File: config.mk
export PLATFORM = sky130hd
export DESIGN_NAME = ll_dma_core
export DESIGN_NICKNAME = d
export VERILOG_FILES = /design/src/rtl/ll_dma_pkg.sv /design/src/rtl/ll_dma_regs.sv /design/src/rtl/ll_dma_chan.sv /design/src/rtl/ll_dma_seq.sv /design/src/rtl/ll_dma_core.sv
export SDC_FILE = /design/constraint.sdc
export NUM_CORES = 1
export LEC_CHECK = 0
export ABC_CLOCK_PERIOD_IN_PS = 8300
export BUFFER_PORTS_ARGS = -buffer_cell sky130_fd_sc_hd__buf_2
export CORE_MARGIN = 2
export CORE_UTILIZATION = 45
export DETAILED_ROUTE_END_ITERATION = 8
export GPL_TIMING_DRIVEN = 0
export MAX_ROUTING_LAYER = met4
export PLACE_DENSITY = 0.75
export REMOVE_ABC_BUFFERS = 1
export SLEW_MARGIN = 20
export SYNTH_ARGS = -nofsm -noshare
export SYNTH_HDL_FRONTEND = slang
export SYNTH_SLANG_ARGS = --single-unit
File: constraint.sdc
create_clock -name clk -period 8.3 [get_ports clk]
set_clock_uncertainty 0.1 [all_clocks]
set_input_delay 0.83 -clock clk [delete_from_list [all_inputs] [get_ports clk]]
set_output_delay 0.83 -clock clk [all_outputs]
set_load 0.01 [all_outputs]
File: src/rtl/ll_dma_pkg.sv
package ll_dma_pkg;

    localparam int AW         = 32;
    localparam int DW         = 32;
    localparam int SZW        = 16;
    localparam int RAW        = 2;
    localparam int DESC_WORDS = 5;
    localparam int IDXW       = $clog2(DESC_WORDS);
    localparam int CTLA_SLOT  = 3;
    localparam int DONE_BIT   = 31;
    localparam int LINK_BIT   = 0;
    localparam int N_IRQ      = 2;
    localparam int WORD_BYTES = DW / 8;

    localparam logic [RAW-1:0] SLOT_CTRL  = RAW'(0);
    localparam logic [RAW-1:0] SLOT_FIRST = RAW'(1);
    localparam logic [RAW-1:0] SLOT_STAT  = RAW'(2);

    typedef enum logic [2:0] {
        ST_IDLE,
        ST_FETCH,
        ST_XRD,
        ST_XWR,
        ST_WB,
        ST_DONE
    } seq_state_e;

    typedef struct packed {
        logic [AW-1:0] src;
        logic [AW-1:0] dst;
        logic [AW-1:0] nxt;
        logic [DW-1:0] ctla;
        logic [DW-1:0] ctlb;
    } chan_regs_t;

    function automatic logic [SZW-1:0] buf_size(input logic [DW-1:0] ctla);
        return ctla[SZW-1:0];
    endfunction

    function automatic logic [DW-1:0] wb_word(input logic [DW-1:0] ctla,
                                              input logic [SZW-1:0] cnt);
        logic [DW-1:0] w;
        w = ctla;
        w[SZW-1:0] = cnt;
        w[DONE_BIT] = 1'b1;
        return w;
    endfunction

    function automatic logic chain_last(input chan_regs_t c);
        return (c.ctlb[LINK_BIT] == 1'b0) || (c.nxt == '0);
    endfunction

    function automatic logic [AW-1:0] word_ofs(input int unsigned n);
        return AW'(n * WORD_BYTES);
    endfunction

endpackage

File: src/rtl/ll_dma_regs.sv
module ll_dma_regs
    import ll_dma_pkg::*;
(
    input  logic           clk,
    input  logic           rst,
    input  logic           cfg_we,
    input  logic [RAW-1:0] cfg_addr,
    input  logic [DW-1:0]  cfg_wdata,
    output logic [DW-1:0]  cfg_rdata,
    input  logic           buf_set,
    input  logic           chain_set,
    output logic           start,
    output logic [AW-1:0]  first_desc,
    output logic           buf_irq,
    output logic           chain_irq
);

    logic             en_q;
    logic [AW-1:0]    first_q;
    logic [N_IRQ-1:0] stat_q;
    logic [N_IRQ-1:0] set_v;
    logic             clr_hit;

    assign set_v   = {chain_set, buf_set};
    assign clr_hit = cfg_we && (cfg_addr == SLOT_STAT);
    assign start   = cfg_we && (cfg_addr == SLOT_CTRL) && cfg_wdata[0] && !en_q;

    always_ff @(posedge clk) begin
        if (rst) begin
            en_q    <= 1'b0;
            first_q <= '0;
        end else begin
            if (cfg_we && (cfg_addr == SLOT_FIRST))
                first_q <= cfg_wdata;
            if (chain_set)
                en_q <= 1'b0;
            else if (start)
                en_q <= 1'b1;
        end
    end

    for (genvar g = 0; g < N_IRQ; g++) begin : g_stat
        logic bit_q;
        always_ff @(posedge clk) begin
            if (rst)
                bit_q <= 1'b0;
            else if (set_v[g])
                bit_q <= 1'b1;
            else if (clr_hit && cfg_wdata[g])
                bit_q <= 1'b0;
        end
        assign stat_q[g] = bit_q;
    end

    always_comb begin
        cfg_rdata = '0;
        case (cfg_addr)
            SLOT_CTRL:  cfg_rdata[0] = en_q;
            SLOT_FIRST: cfg_rdata = first_q;
            SLOT_STAT:  cfg_rdata[N_IRQ-1:0] = stat_q;
            default:    cfg_rdata = '0;
        endcase
    end

    assign first_desc = first_q;
    assign buf_irq    = stat_q[0];
    assign chain_irq  = stat_q[1];


    buf_set_wins_chk: assert property (@(posedge clk) disable iff (rst)
        buf_set |=> stat_q[0]);


    chain_end_chk: assert property (@(posedge clk) disable iff (rst)
        chain_set |=> (!en_q && stat_q[1]));


    start_en_chk: assert property (@(posedge clk) disable iff (rst)
        start |=> en_q);

endmodule

File: src/rtl/ll_dma_chan.sv
module ll_dma_chan
    import ll_dma_pkg::*;
(
    input  logic            clk,
    input  logic            rst,
    input  logic            ld_en,
    input  logic [IDXW-1:0] ld_idx,
    input  logic [DW-1:0]   ld_data,
    input  logic            step,
    output chan_regs_t      regs,
    output logic [SZW-1:0]  cnt
);

    chan_regs_t     r_q;
    logic [SZW-1:0] cnt_q;

    always_ff @(posedge clk) begin
        if (rst) begin
            r_q   <= '0;
            cnt_q <= '0;
        end else if (ld_en) begin
            cnt_q <= '0;
            case (ld_idx)
                IDXW'(0): r_q.src  <= ld_data;
                IDXW'(1): r_q.dst  <= ld_data;
                IDXW'(2): r_q.nxt  <= ld_data;
                IDXW'(CTLA_SLOT): begin
                    r_q.ctla           <= ld_data;
                    r_q.ctla[DONE_BIT] <= 1'b0;
                end
                default:  r_q.ctlb <= ld_data;
            endcase
        end else if (step) begin
            r_q.src <= r_q.src + word_ofs(1);
            r_q.dst <= r_q.dst + word_ofs(1);
            cnt_q   <= cnt_q + 1'b1;
        end
    end

    assign regs = r_q;
    assign cnt  = cnt_q;


    step_adv_chk: assert property (@(posedge clk) disable iff (rst)
        (step && !ld_en) |=> (regs.src == $past(regs.src) + word_ofs(1)) &&
                             (regs.dst == $past(regs.dst) + word_ofs(1)) &&
                             (cnt == $past(cnt) + 1'b1));


    done_clr_chk: assert property (@(posedge clk) disable iff (rst)
        (ld_en && ld_idx == IDXW'(CTLA_SLOT)) |=> !regs.ctla[DONE_BIT]);

endmodule

File: src/rtl/ll_dma_seq.sv
module ll_dma_seq
    import ll_dma_pkg::*;
(
    input  logic            clk,
    input  logic            rst,
    input  logic            start,
    input  logic [AW-1:0]   first_desc,
    input  chan_regs_t      regs,
    input  logic [SZW-1:0]  cnt,
    output logic            mem_req,
    output logic            mem_we,
    output logic [AW-1:0]   mem_addr,
    output logic [DW-1:0]   mem_wdata,
    input  logic            mem_ack,
    input  logic [DW-1:0]   mem_rdata,
    output logic            ld_en,
    output logic [IDXW-1:0] ld_idx,
    output logic [DW-1:0]   ld_data,
    output logic            step,
    output logic            buf_set,
    output logic            chain_set
);

    seq_state_e      state_q;
    logic [IDXW-1:0] idx_q;
    logic [AW-1:0]   cur_desc_q;
    logic [DW-1:0]   data_q;
    logic            xfer;

    always_comb begin
        mem_req   = 1'b0;
        mem_we    = 1'b0;
        mem_addr  = '0;
        mem_wdata = '0;
        case (state_q)
            ST_FETCH: begin
                mem_req  = 1'b1;
                mem_addr = cur_desc_q + word_ofs(idx_q);
            end
            ST_XRD: begin
                mem_req  = 1'b1;
                mem_addr = regs.src;
            end
            ST_XWR: begin
                mem_req   = 1'b1;
                mem_we    = 1'b1;
                mem_addr  = regs.dst;
                mem_wdata = data_q;
            end
            ST_WB: begin
                mem_req   = 1'b1;
                mem_we    = 1'b1;
                mem_addr  = cur_desc_q + word_ofs(CTLA_SLOT);
                mem_wdata = wb_word(regs.ctla, cnt);
            end
            default: ;
        endcase
    end

    assign xfer      = mem_req && mem_ack;
    assign ld_en     = (state_q == ST_FETCH) && xfer;
    assign ld_idx    = idx_q;
    assign ld_data   = mem_rdata;
    assign step      = (state_q == ST_XWR) && xfer;
    assign buf_set   = (state_q == ST_WB) && xfer;
    assign chain_set = (state_q == ST_DONE);

    always_ff @(posedge clk) begin
        if (rst) begin
            state_q    <= ST_IDLE;
            idx_q      <= '0;
            cur_desc_q <= '0;
            data_q     <= '0;
        end else begin
            case (state_q)
                ST_IDLE: begin
                    if (start) begin
                        cur_desc_q <= first_desc;
                        idx_q      <= '0;
                        state_q    <= ST_FETCH;
                    end
                end
                ST_FETCH: begin
                    if (xfer) begin
                        if (idx_q == IDXW'(DESC_WORDS - 1)) begin
                            idx_q   <= '0;
                            state_q <= (buf_size(regs.ctla) == '0) ? ST_WB : ST_XRD;
                        end else begin
                            idx_q <= idx_q + 1'b1;
                        end
                    end
                end
                ST_XRD: begin
                    if (xfer) begin
                        data_q  <= mem_rdata;
                        state_q <= ST_XWR;
                    end
                end
                ST_XWR: begin
                    if (xfer)
                        state_q <= (SZW'(cnt + 1'b1) == buf_size(regs.ctla)) ? ST_WB : ST_XRD;
                end
                ST_WB: begin
                    if (xfer) begin
                        if (chain_last(regs)) begin
                            state_q <= ST_DONE;
                        end else begin
                            cur_desc_q <= regs.nxt;
                            state_q    <= ST_FETCH;
                        end
                    end
                end
                ST_DONE: state_q <= ST_IDLE;
                default: state_q <= ST_IDLE;
            endcase
        end
    end


    req_hold_chk: assert property (@(posedge clk) disable iff (rst)
        (mem_req && !mem_ack) |=> (mem_req && $stable(mem_we) &&
                                   $stable(mem_addr) && $stable(mem_wdata)));


    no_wait_chk: assert property (@(posedge clk) disable iff (rst)
        buf_set |=> (state_q == ST_FETCH || state_q == ST_DONE));


    quiet_end_chk: assert property (@(posedge clk) disable iff (rst)
        chain_set |=> !mem_req);


    zero_size_chk: assert property (@(posedge clk) disable iff (rst)
        (ld_en && ld_idx == IDXW'(DESC_WORDS - 1) && buf_size(regs.ctla) == '0)
            |=> (state_q == ST_WB));

endmodule

File: src/rtl/ll_dma_core.sv
module ll_dma_core
    import ll_dma_pkg::*;
(
    input  logic           clk,
    input  logic           rst,
    input  logic           cfg_we,
    input  logic [RAW-1:0] cfg_addr,
    input  logic [DW-1:0]  cfg_wdata,
    output logic [DW-1:0]  cfg_rdata,
    output logic           mem_req,
    output logic           mem_we,
    output logic [AW-1:0]  mem_addr,
    output logic [DW-1:0]  mem_wdata,
    input  logic           mem_ack,
    input  logic [DW-1:0]  mem_rdata,
    output logic           buf_irq,
    output logic           chain_irq
);

    logic            start;
    logic [AW-1:0]   first_desc;
    logic            buf_set;
    logic            chain_set;
    logic            ld_en;
    logic [IDXW-1:0] ld_idx;
    logic [DW-1:0]   ld_data;
    logic            step;
    chan_regs_t      regs;
    logic [SZW-1:0]  cnt;

    ll_dma_regs u_regs (
        .clk        (clk),
        .rst        (rst),
        .cfg_we     (cfg_we),
        .cfg_addr   (cfg_addr),
        .cfg_wdata  (cfg_wdata),
        .cfg_rdata  (cfg_rdata),
        .buf_set    (buf_set),
        .chain_set  (chain_set),
        .start      (start),
        .first_desc (first_desc),
        .buf_irq    (buf_irq),
        .chain_irq  (chain_irq)
    );

    ll_dma_chan u_chan (
        .clk     (clk),
        .rst     (rst),
        .ld_en   (ld_en),
        .ld_idx  (ld_idx),
        .ld_data (ld_data),
        .step    (step),
        .regs    (regs),
        .cnt     (cnt)
    );

    ll_dma_seq u_seq (
        .clk        (clk),
        .rst        (rst),
        .start      (start),
        .first_desc (first_desc),
        .regs       (regs),
        .cnt        (cnt),
        .mem_req    (mem_req),
        .mem_we     (mem_we),
        .mem_addr   (mem_addr),
        .mem_wdata  (mem_wdata),
        .mem_ack    (mem_ack),
        .mem_rdata  (mem_rdata),
        .ld_en      (ld_en),
        .ld_idx     (ld_idx),
        .ld_data    (ld_data),
        .step       (step),
        .buf_set    (buf_set),
        .chain_set  (chain_set)
    );

endmodule

==> report_table.html, run 1 <==
<table>
<tr><th>Metric</th><th>Value</th></tr>
<tr><th colspan="2">Final layout</th></tr>
<tr><td>Combined area of the multi-input logic cells</td><td>between 7000 and 8000 um2</td></tr>
<tr><td>Layout fillers</td><td>2754</td></tr>
<tr><td>Share of post-route cells with drive strength above 1</td><td>14.22%</td></tr>
<tr><td>Count of non-filler cells in the finished layout</td><td>2255</td></tr>
<tr><td>Total non-filler cell area in the finished layout</td><td>around 15000 um2</td></tr>
<tr><td>Antenna Diode Count</td><td>0</td></tr>
<tr><td>Seq. cell area</td><td>4986 um2</td></tr>
<tr><td>Synthesis-to-finish area growth</td><td>14.98%</td></tr>
<tr><td>Post-layout nets</td><td>around 1900</td></tr>
<tr><th colspan="2">Worst hold path</th></tr>
<tr><td>Worst hold path type</td><td>flop to flop</td></tr>
<tr><td>Min-delay src</td><td>u_seq.data_q[11]</td></tr>
<tr><td>Hold depth</td><td>2</td></tr>
<tr><th colspan="2">STA</th></tr>
<tr><td>Pins Over Slew Limit</td><td>0</td></tr>
<tr><td>Share of the clock period used by the worst path after layout</td><td>71.80%</td></tr>
<tr><td>Slew @ Worst Pin</td><td>1060 ps</td></tr>
<tr><td>Final Hold Fails</td><td>0</td></tr>
<tr><td>Final Setup Violations</td><td>0</td></tr>
<tr><td>Min Clock Period, post-route</td><td>5959 ps</td></tr>
<tr><td>Maximum clock frequency</td><td>167.8 MHz</td></tr>
<tr><td>Hold slack final</td><td>353.3 ps</td></tr>
<tr><td>Slew headroom</td><td>around 29%</td></tr>
<tr><td>Smallest setup slack after layout</td><td>roughly 2300 ps</td></tr>
<tr><td>Setup repair after global routing missed its margin</td><td>no</td></tr>
<tr><th colspan="2">Floorplanning</th></tr>
<tr><td>Y dimension of the die</td><td>~170 um</td></tr>
<tr><td>Starting utilization of the core area</td><td>45.71%</td></tr>
<tr><td>I/O pin total</td><td>170</td></tr>
<tr><td>Die Wd</td><td>175.0 um</td></tr>
<tr><td>Floorplan row count</td><td>62</td></tr>
<tr><td>Area of the die</td><td>30620 um2</td></tr>
<tr><td>Core outline area</td><td>28780 um2</td></tr>
<tr><th colspan="2">Worst setup path</th></tr>
<tr><td>Crit-path max cell delay</td><td>960 ps</td></tr>
<tr><td>WP data required</td><td>about 7400 ps</td></tr>
<tr><td>Worst Setup SP</td><td>u_seq.state_q[2]</td></tr>
<tr><td>Slowest CP cell</td><td>dfxtp_1</td></tr>
<tr><td>Top fanout value on the critical path</td><td>39</td></tr>
<tr><td>Data arrival time at the worst-slack endpoint</td><td>roughly 5000 ps</td></tr>
<tr><td>Total stage count of the critical path</td><td>12</td></tr>
<tr><td>Worst setup path endpoint</td><td>mem_addr[30]</td></tr>
<tr><td>Crit start category</td><td>flop</td></tr>
<tr><td>Type of the setup path with the least slack</td><td>flop to output port</td></tr>
<tr><td>Cell chain of the critical path</td><td>nand2b_2 -&gt; nor2_4 -&gt; buf_12 -&gt; nor2_1 -&gt; ha_1 -&gt; a21o_1 -&gt; nand2_1 -&gt; nor4_2 -&gt; nand4_1 -&gt; xor2_1 -&gt; o21ai_1 -&gt; buf_2</td></tr>
<tr><td>Number of buffer and inverter stages on the critical path</td><td>2</td></tr>
<tr><td>Worst reg2reg path endpoint</td><td>u_chan.regs[156]</td></tr>
<tr><td>Reg2Reg Setup Slack</td><td>4670 ps</td></tr>
<tr><td>Start of the worst register-to-register path</td><td>u_seq.state_q[0]</td></tr>
<tr><td>CP endpoint kind</td><td>output port</td></tr>
<tr><td>Worst r2r path cells</td><td>9</td></tr>
<tr><td>Critical path's top delay family</td><td>simple AND/OR/NAND/NOR gates</td></tr>
<tr><th colspan="2">Global route</th></tr>
<tr><td>Wire length of the first global-routing pass</td><td>about 65000 um</td></tr>
<tr><td>Vias in the first global route</td><td>12270</td></tr>
<tr><td>Initial antenna violation count</td><td>0</td></tr>
<tr><td>Congestion Overflow GR</td><td>0</td></tr>
<tr><td>Maximum number of pins on one net before global-route repair</td><td>123</td></tr>
<tr><td>Global-route usage over all layers</td><td>26.70%</td></tr>
<tr><th colspan="2">Power</th></tr>
<tr><td>Total power density per cell area</td><td>168.8 nW/um2</td></tr>
<tr><td>P_leak</td><td>between 5 and 6 nW</td></tr>
<tr><td>Peak supply drop</td><td>around 0.00012 V</td></tr>
<tr><th colspan="2">Synth</th></tr>
<tr><td>Simple-Gate Fraction of Synth Area</td><td>26.31%</td></tr>
<tr><td>Sequential share of the synthesized area</td><td>37.89%</td></tr>
<tr><td>Count of unique library cells instantiated by Yosys</td><td>73</td></tr>
<tr><td>Cell Area, Synth</td><td>13160 um2</td></tr>
<tr><td>Synth Area in Compound Gates</td><td>24.81%</td></tr>
<tr><td>Number of flops mapped to enable cells by yosys</td><td>0</td></tr>
<tr><td>XOR/XNOR share of the synthesized area</td><td>4.261%</td></tr>
<tr><td>Number of instances in the synthesized netlist</td><td>1780</td></tr>
<tr><td>Dominant combinational cell family by area after synthesis</td><td>simple AND/OR/NAND/NOR gates</td></tr>
<tr><td>Post-synthesis average cell area</td><td>7.391 um2</td></tr>
<tr><td>Main flop type after synthesis</td><td>dfxtp_1</td></tr>
<tr><td>Number of storage elements in the synthesis netlist</td><td>249</td></tr>
<tr><td>Adder-Cell Fraction of Synth Area</td><td>1.579%</td></tr>
<tr><td>Mux contribution to synthesized area</td><td>less than 1%</td></tr>
<tr><td>Number of warning messages in the yosys log</td><td>0</td></tr>
<tr><td>Async S/R FF share, synth</td><td>0%</td></tr>
<tr><th colspan="2">Drt</th></tr>
<tr><td>Residual DRC count</td><td>0</td></tr>
<tr><td>Detail-routed net length per standard cell</td><td>18.22 um</td></tr>
<tr><td>DR pass1 iterations</td><td>6</td></tr>
<tr><td>Total number of vias</td><td>13260</td></tr>
<tr><td>Wire length reported by the detailed router</td><td>41090 um</td></tr>
<tr><td>Number of nets with antenna violations after detailed routing</td><td>0</td></tr>
<tr><td>Violation count after the first detailed-route iteration</td><td>1566</td></tr>
<tr><td>Detailed-route vias per instance</td><td>5.880</td></tr>
<tr><th colspan="2">Place</th></tr>
<tr><td>Count of input and output buffers</td><td>between 150 and 200</td></tr>
<tr><td>Last weighted congestion value of the routability-driven placer</td><td>0.9612</td></tr>
<tr><td>Detail Placement HPWL</td><td>29090 um</td></tr>
<tr><td>Post-place instance area</td><td>14270 um2</td></tr>
<tr><td>Worst slack at placement</td><td>3021 ps</td></tr>
<tr><td>Number of cells after detailed placement</td><td>2211</td></tr>
<tr><th colspan="2">CTS</th></tr>
<tr><td>Count of hold buffers inserted by post-cts repair</td><td>0</td></tr>
<tr><td>Number of sinks handled by clock tree synthesis</td><td>249</td></tr>
<tr><td>Number of H-tree levels</td><td>1</td></tr>
<tr><td>Num CTS Buffers</td><td>26</td></tr>
<tr><td>Post-CTS setup buffer count</td><td>0</td></tr>
<tr><td>Clock insertion delay at the later pin of the skew report</td><td>540 ps</td></tr>
<tr><td>Maximum buffer depth of the clock tree</td><td>3</td></tr>
<tr><td>Clock root cell</td><td>clkbuf_16</td></tr>
<tr><td>Post-cts repair resize count</td><td>0</td></tr>
<tr><td>Clock edge transition at the registers on the reported setup and hold paths</td><td>60 ps</td></tr>
<tr><td>TritonCTS clock tree</td><td>done</td></tr>
<tr><th colspan="2">Run status</th></tr>
<tr><td>Status</td><td>finished, final reports clean</td></tr>
<tr><th colspan="2">Job</th></tr>
<tr><td># Max-Cap Violations</td><td>0</td></tr>
</table>
[worst min path at each step]
stage,end,slack (ps)
after global placement,u_seq.data_q[16],340
after global routing,u_seq.data_q[7],370
final,u_seq.data_q[11],350
after detailed placement,u_seq.data_q[16],350
after CTS,u_seq.data_q[16],350
after floorplan,u_chan.regs[96],330
[report_power, final]
part / switching [mW] / leakage, nW / internal (mW) / total [mW]
registers: 0.0172 / 2.01 / 1.21 / 1.23
clock network: 0.489 / 0.410 / 0.695 / 1.18
logic: 0.0957 / 2.84 / 0.0473 / 0.143
[sequential cells by signal, summed over array words and instances (netlist names)]
register and count:
u_chan.cnt 16, u_chan.regs 128, u_regs.buf_irq 1, u_regs.chain_irq 1, u_regs.en_q 1, u_regs.first_desc 32, u_seq.cur_desc_q 32, u_seq.data_q 32
u_seq.ld_idx 3, u_seq.state_q 3
[metal layers]
metal  up-vias  GRT usage, %  wire [um]
met3        81         3.590       3399
met5         -             -          0
met1      6121         35.66      17930
li1       6464             -          -
met4         0         7.569       1045
met2       593         42.41      18720
[cell type report]
class,instances,area share [%]
flip-flops and latches,249,32.96
repair buffers,189,7.527
multi-input cells,1374,50.37
well taps,384,3.176
clock buffers,34,4.706
clock inverters,10,0.8850
inverters,15,0.3722
[kinds of logic after synthesis]
group	Yosys count
buffers and inverters	157
XOR/XNOR	64
adder cells (fa/ha/maj)	16
AO/OA/AOI/OAI	527
flip-flops	249
multiplexers	5
AND/OR/NAND/NOR	762
[stage by stage]
| stage | power, mW | TNS (ps) | util (%) |
|---|---|---|---|
| finish | 2.553 | 0 | 52.56 |
| global route | 2.628 | 0 | 52.56 |
| CTS | 2.564 | 0 | 52.53 |
| detailed placement | 1.391 | 0 | 49.60 |
| global placement | 1.386 | -607130 | 48.35 |
| floorplan | 1.308 | 0 | - |
[cells in the final DEF (no fill, tap or decap), types with 6 or more instances in the layout]
cell / instances
o22ai_1: 13
nor3_1: 45
o21ai_0: 101
inv_1: 14
a22oi_1: 39
nand2_1: 386
nor4_1: 18
o21a_1: 6
dfxtp_1: 248
a311oi_1: 36
o21ai_1: 9
and2_1: 37
xor2_1: 27
a22o_1: 32
nand3_1: 48
nor2_1: 121
buf_2: 168
buf_4: 8
nand4_1: 24
clkbuf_1: 6
xnor2_1: 37
clkbuf_16: 27
or3_1: 7
a211oi_1: 20
a21o_1: 10
a31oi_1: 15
ha_1: 15
and3_1: 24
a21oi_1: 206
[worst register-to-register path, delay by kind of cell (launching register included)]
kind / cells / cell delay [ps]
buf+inv: 4 / 890
flops: 1 / 850
simple gates: 2 / 1160
compound gates: 3 / 510
[cells in the mapped netlist (3+ instances only)]
cell / instances / share of area (%)
nand2_1: 390 / 11
dfxtp_1: 249 / 38
a21oi_1: 206 / 7.8
nor2_1: 124 / 3.5
clkbuf_1: 105 / 3.0
o21ai_0: 101 / 3.8
nand3_1: 49 / 1.9
nor3_1: 45 / 1.7
a22oi_1: 39 / 2.2
and2_1: 38 / 1.8
xnor2_1: 37 / 2.5
a311oi_1: 36 / 2.4
a22o_1: 32 / 2.1
buf_2: 27 / 1.0
xor2_1: 27 / 1.8
and3_1: 25 / 1.2
nand4_1: 24 / 1.1
a211oi_1: 20 / 1.1
nor4_1: 18 / 0.86
a31oi_1: 15 / 0.71
ha_1: 15 / 1.4
inv_1: 14 / 0.40
o22ai_1: 13 / 0.62
a21o_1: 10 / 0.57
buf_1: 10 / 0.29
o21ai_1: 9 / 0.34
o21a_1: 7 / 0.40
or3_1: 7 / 0.33
nor3b_1: 5 / 0.29
o31ai_1: 5 / 0.29
and4_1: 4 / 0.27
nor4_2: 4 / 0.38
o211ai_1: 4 / 0.23
or2_2: 4 / 0.19
a41oi_1: 3 / 0.20
mux2_2: 3 / 0.26
nand2b_1: 3 / 0.14
o2111ai_1: 3 / 0.20
o31a_1: 3 / 0.20
o32ai_1: 3 / 0.20
Note: power is estimated with default switching activity, not from simulation.
==> run 2: changes to the inputs <==
- ABC_AREA: default -> 1
- ABC_CLOCK_PERIOD_IN_PS: 8300 -> 5500
- PLACE_DENSITY: 0.75 -> 0.74
- clock period: 8.3 -> 5.5 ns (I/O delays scaled with it)
==> run 2 against run 1 <==
Compared with the run above: critical path type unchanged; combinational power rose to 5.6 times the previous value; power up 91%; wire length up 8.3%; synthesized area up 2.9%; via count up 8.5%; largest power group unchanged; core utilization up 0.16 points; critical path depth up 9; sequential share of layout area down 1.1 points; register-to-register slack worse by 3200 ps; count of clock-buffer cells in the layout up 8; die area up 2.8%; critical endpoint is now mem_addr[22].
==> report_table.html, run 2 <==
<table>
<tr><th>Metric</th><th>Value</th></tr>
<tr><th colspan="2">Drt</th></tr>
<tr><td>Sum of met2 wire segment lengths after detailed routing</td><td>19230 um</td></tr>
<tr><td>DR pass1 iterations</td><td>6</td></tr>
<tr><td>Total number of vias</td><td>14390</td></tr>
<tr><td>Detail-routed net length per standard cell</td><td>17.30 um</td></tr>
<tr><td>Detailed-route vias per instance</td><td>between 5 and 6</td></tr>
<tr><td>DRT met1 WL</td><td>20370 um</td></tr>
<tr><td>Residual DRC count</td><td>0</td></tr>
<tr><td>Number of nets with antenna violations after detailed routing</td><td>0</td></tr>
<tr><td>Highest layer used for signal routing</td><td>met4</td></tr>
<tr><td>Violation count after the first detailed-route iteration</td><td>1499</td></tr>
<tr><td>Length of routed met3 wiring</td><td>around 3800 um</td></tr>
<tr><td>Wire length reported by the detailed router</td><td>44510 um</td></tr>
<tr><th colspan="2">Global route</th></tr>
<tr><td>Maximum number of pins on one net before global-route repair</td><td>118</td></tr>
<tr><td>Vias in the first global route</td><td>12750</td></tr>
<tr><td>Wire length of the first global-routing pass</td><td>68790 um</td></tr>
<tr><td>Congestion Overflow GR</td><td>0</td></tr>
<tr><td>Global-route usage over all layers</td><td>28.23%</td></tr>
<tr><td>Initial antenna violation count</td><td>0</td></tr>
<tr><th colspan="2">Place</th></tr>
<tr><td>Detail Placement HPWL</td><td>31310 um</td></tr>
<tr><td>Last weighted congestion value of the routability-driven placer</td><td>0.9561</td></tr>
<tr><td>Number of cells after detailed placement</td><td>2523</td></tr>
<tr><td>Count of input and output buffers</td><td>169</td></tr>
<tr><th colspan="2">Floorplanning</th></tr>
<tr><td>Area of the die</td><td>31480 um2</td></tr>
<tr><td>Starting utilization of the core area</td><td>45.66%</td></tr>
<tr><td>Floorplan row count</td><td>63</td></tr>
<tr><td>Y dimension of the die</td><td>177.4 um</td></tr>
<tr><td>Core outline area</td><td>between 20000 and 30000 um2</td></tr>
<tr><td>I/O pin total</td><td>170</td></tr>
<tr><td>Die Wd</td><td>~180 um</td></tr>
<tr><th colspan="2">Synth</th></tr>
<tr><td>Area fraction of the dominant cell type after synthesis</td><td>a little under two fifths</td></tr>
<tr><td>Most common cell in the synthesized netlist</td><td>nand2_1</td></tr>
<tr><td>Number of warning messages in the yosys log</td><td>0</td></tr>
<tr><td>Cell Area, Synth</td><td>13530 um2</td></tr>
<tr><td>Main flop type after synthesis</td><td>dfxtp_1</td></tr>
<tr><td>Sequential share of the synthesized area</td><td>36.83%</td></tr>
<tr><td>Async S/R FF share, synth</td><td>0%</td></tr>
<tr><td>Cell types occupying the most area after synthesis</td><td>dfxtp_1 37%, nand2_1 11%, o21ai_0 11%</td></tr>
<tr><td>Number of flops mapped to enable cells by yosys</td><td>0</td></tr>
<tr><td>Cell type with the highest aggregate area in the netlist</td><td>dfxtp_1</td></tr>
<tr><td>Number of storage elements in the synthesis netlist</td><td>roughly 250</td></tr>
<tr><td>Post-synthesis average cell area</td><td>6.557 um2</td></tr>
<tr><td>Post-synth top cells</td><td>398 x nand2_1, 292 x o21ai_0, 270 x nor2_1</td></tr>
<tr><td>Count of unique library cells instantiated by Yosys</td><td>43</td></tr>
<tr><td>Number of instances in the synthesized netlist</td><td>2064</td></tr>
<tr><th colspan="2">Worst setup path</th></tr>
<tr><td>Type of the setup path with the least slack</td><td>flop to output port</td></tr>
<tr><td>Worst r2r path cells</td><td>11</td></tr>
<tr><td>CP endpoint kind</td><td>output port</td></tr>
<tr><td>Start of the worst register-to-register path</td><td>u_seq.state_q[1]</td></tr>
<tr><td>Top fanout value on the critical path</td><td>22</td></tr>
<tr><td>Data arrival time at the worst-slack endpoint</td><td>4230 ps</td></tr>
<tr><td>Worst reg2reg path endpoint</td><td>u_chan.regs[100]</td></tr>
<tr><td>Crit start category</td><td>flop</td></tr>
<tr><td>Reg2Reg Setup Slack</td><td>1460 ps</td></tr>
<tr><td>WP data required</td><td>4850 ps</td></tr>
<tr><th colspan="2">Power</th></tr>
<tr><td>P_leak</td><td>around 6.7 nW</td></tr>
<tr><td>Int Power</td><td>between 3 and 4 mW</td></tr>
<tr><td>Peak supply drop</td><td>~0.00019 V</td></tr>
<tr><td>Total power density per cell area</td><td>between 300 and 400 nW/um2</td></tr>
<tr><td>Sequential group share of total power</td><td>43.0%</td></tr>
<tr><td>Share of power burned in the clock network</td><td>40.7%</td></tr>
<tr><td>Net load switching power</td><td>1.468 mW</td></tr>
<tr><td>Power, Total</td><td>between 4 and 5 mW</td></tr>
<tr><td>Fraction of power spent switching nets</td><td>a little under a third</td></tr>
<tr><td>Share of total power in combinational logic</td><td>16.4%</td></tr>
<tr><th colspan="2">CTS</th></tr>
<tr><td>Num CTS Buffers</td><td>28</td></tr>
<tr><td>Post-cts repair resize count</td><td>0</td></tr>
<tr><td>Number of H-tree levels</td><td>1</td></tr>
<tr><td>Post-CTS setup buffer count</td><td>0</td></tr>
<tr><td>Maximum buffer depth of the clock tree</td><td>3</td></tr>
<tr><td>Clock root cell</td><td>clkbuf_16</td></tr>
<tr><td>TritonCTS clock tree</td><td>done</td></tr>
<tr><td>Count of hold buffers inserted by post-cts repair</td><td>0</td></tr>
<tr><td>Number of sinks handled by clock tree synthesis</td><td>249</td></tr>
<tr><td>Clock insertion delay at the later pin of the skew report</td><td>550 ps</td></tr>
<tr><td>Clock edge transition at the registers on the reported setup and hold paths</td><td>60 ps</td></tr>
<tr><th colspan="2">Final layout</th></tr>
<tr><td>Antenna Diode Count</td><td>0</td></tr>
<tr><td>Most common library cell in the layout ignoring fill and taps</td><td>nand2_1</td></tr>
<tr><td>Post-layout nets</td><td>2250</td></tr>
<tr><td>Synthesis-to-finish area growth</td><td>15.45%</td></tr>
<tr><td>End-of-flow core utilization</td><td>52.72%</td></tr>
<tr><td>Share of post-route cells with drive strength above 1</td><td>13.42%</td></tr>
<tr><td>Count of non-filler cells in the finished layout</td><td>2573</td></tr>
<tr><td>Number of flip-flops in the largest register</td><td>around 130</td></tr>
<tr><td>Most used cells in the layout excluding fill and tap cells</td><td>397 x nand2_1, 292 x o21ai_0, 267 x nor2_1, 249 x dfxtp_1, 216 x inv_1</td></tr>
<tr><td>Layout fillers</td><td>2967</td></tr>
<tr><th colspan="2">STA</th></tr>
<tr><td>Maximum clock frequency</td><td>204.8 MHz</td></tr>
<tr><td>Setup repair after global routing missed its margin</td><td>no</td></tr>
<tr><td>Final Setup Violations</td><td>0</td></tr>
<tr><td>Share of the clock period used by the worst path after layout</td><td>88.76%</td></tr>
<tr><td>Setup TNS</td><td>0 ps</td></tr>
<tr><td>Final Hold Fails</td><td>0</td></tr>
<tr><td>Min Clock Period, post-route</td><td>just under 5000 ps</td></tr>
<tr><td>Slew @ Worst Pin</td><td>1107 ps</td></tr>
<tr><td>Pins Over Slew Limit</td><td>0</td></tr>
<tr><td>Slew headroom</td><td>26.12%</td></tr>
<tr><th colspan="2">Worst hold path</th></tr>
<tr><td>Min-delay src</td><td>cfg_wdata[30]</td></tr>
<tr><td>Hold depth</td><td>3</td></tr>
<tr><td>Worst hold path type</td><td>input port to flop</td></tr>
<tr><td>Hold Path Sink</td><td>u_regs.first_desc[30]</td></tr>
<tr><th colspan="2">Job</th></tr>
<tr><td># Max-Cap Violations</td><td>0</td></tr>
<tr><th colspan="2">Run status</th></tr>
<tr><td>Status</td><td>finished, final reports clean</td></tr>
</table>
==> run 2: changes by cell type after synthesis, moves of 25 or more <==
cell / before / now
a21oi_1: 206 / 132
nor3_1: 45 / 17
o21ai_0: 101 / 292
a22o_1: 32 / 0
inv_1: 14 / 220
and2_1: 38 / 0
and3_1: 25 / 0
a22oi_1: 39 / 14
nor2_1: 124 / 270
nand3_1: 49 / 113
xnor2_1: 37 / 11
a311oi_1: 36 / 1
==> run 2: cells by family after synthesis <==
group                    after synthesis  share of synthesized area, %
AO/OA/AOI/OAI                        539                         21.71
XOR/XNOR                              35                         2.265
adder cells (fa/ha/maj)               16                         1.535
buffers and inverters                343                         9.864
flip-flops                           249                         36.83
AND/OR/NAND/NOR                      882                         27.80
==> run 2: through the flow <==
step | setup slack (ps) | hold WS [ps] | cell area, um2
2_1_floorplan | 930.4 | 326.6 | 13090
3_3_place_gp | -2437 | 333.5 | 14420
3_5_place_dp | 927.1 | 338.9 | 14630
4_1_cts | 372.7 | 143.0 | 15600
5_1_grt | 271.6 | 161.3 | 15630
6_report | 618.0 | 150.3 | 15630
==> run 2: cell type report <==
| class | count | area, um2 | area share (%) |
|---|---|---|---|
| Multi-Input combinational cell | 1472 | 7247 | 46.38 |
| Sequential cell | 249 | 4985 | 31.90 |
| Timing Repair Buffer | 177 | 1036 | 6.630 |
| Inverter | 236 | 898.4 | 5.750 |
| Clock buffer | 42 | 854.6 | 5.469 |
| Tap cell | 390 | 488.0 | 3.123 |
| Clock inverter | 7 | 116.4 | 0.7447 |
==> run 2: worst max path at each step <==
stage | startpoint | endpoint | slack (ps) | cells past startpoint
after floorplan | u_seq.state_q[0] | mem_addr[24] | 930 | 20
after global placement | u_seq.state_q[1] | u_chan.regs[101] | -2440 | 10
after detailed placement | u_seq.state_q[0] | mem_addr[24] | 930 | 21
after CTS | u_seq.state_q[0] | mem_addr[24] | 370 | 21
after global routing | u_seq.state_q[0] | mem_addr[26] | 270 | 20
final | u_seq.state_q[0] | mem_addr[22] | 620 | 21
==> run 2: power by group through the flow <==
stage	clock (mW)	combinational (mW)	sequential [mW]
global placement	0	0.750	2.12
floorplan	0	0.516	2.08
global route	2.08	0.888	2.11
finish	1.98	0.797	2.09
detailed placement	0	0.773	2.12
CTS	2.00	0.777	2.09
==> run 2: metal layers <==
metal	track usage, %	up-vias
li1	-	7008
met1	40.16	6686
met2	41.52	610
met3	4.263	82
met4	7.650	0
met5	-	-
==> run 2: critical path, cell delays in order, from the launching register on <==
cell     delay, ps
dfxtp_1        340
nor2_1         160
inv_1          100
nor2_4         460
inv_4          240
nand2_1        120
ha_1           180
fa_1           190
nand2_1         80
nand2_1        130
nand4_1        120
nor2_1         190
nand2_1        100
nor2_1         180
inv_1           80
nor2_1         280
inv_1           80
nor2_1         140
inv_1           70
nand3_1        150
nand3_1        130
buf_2          160
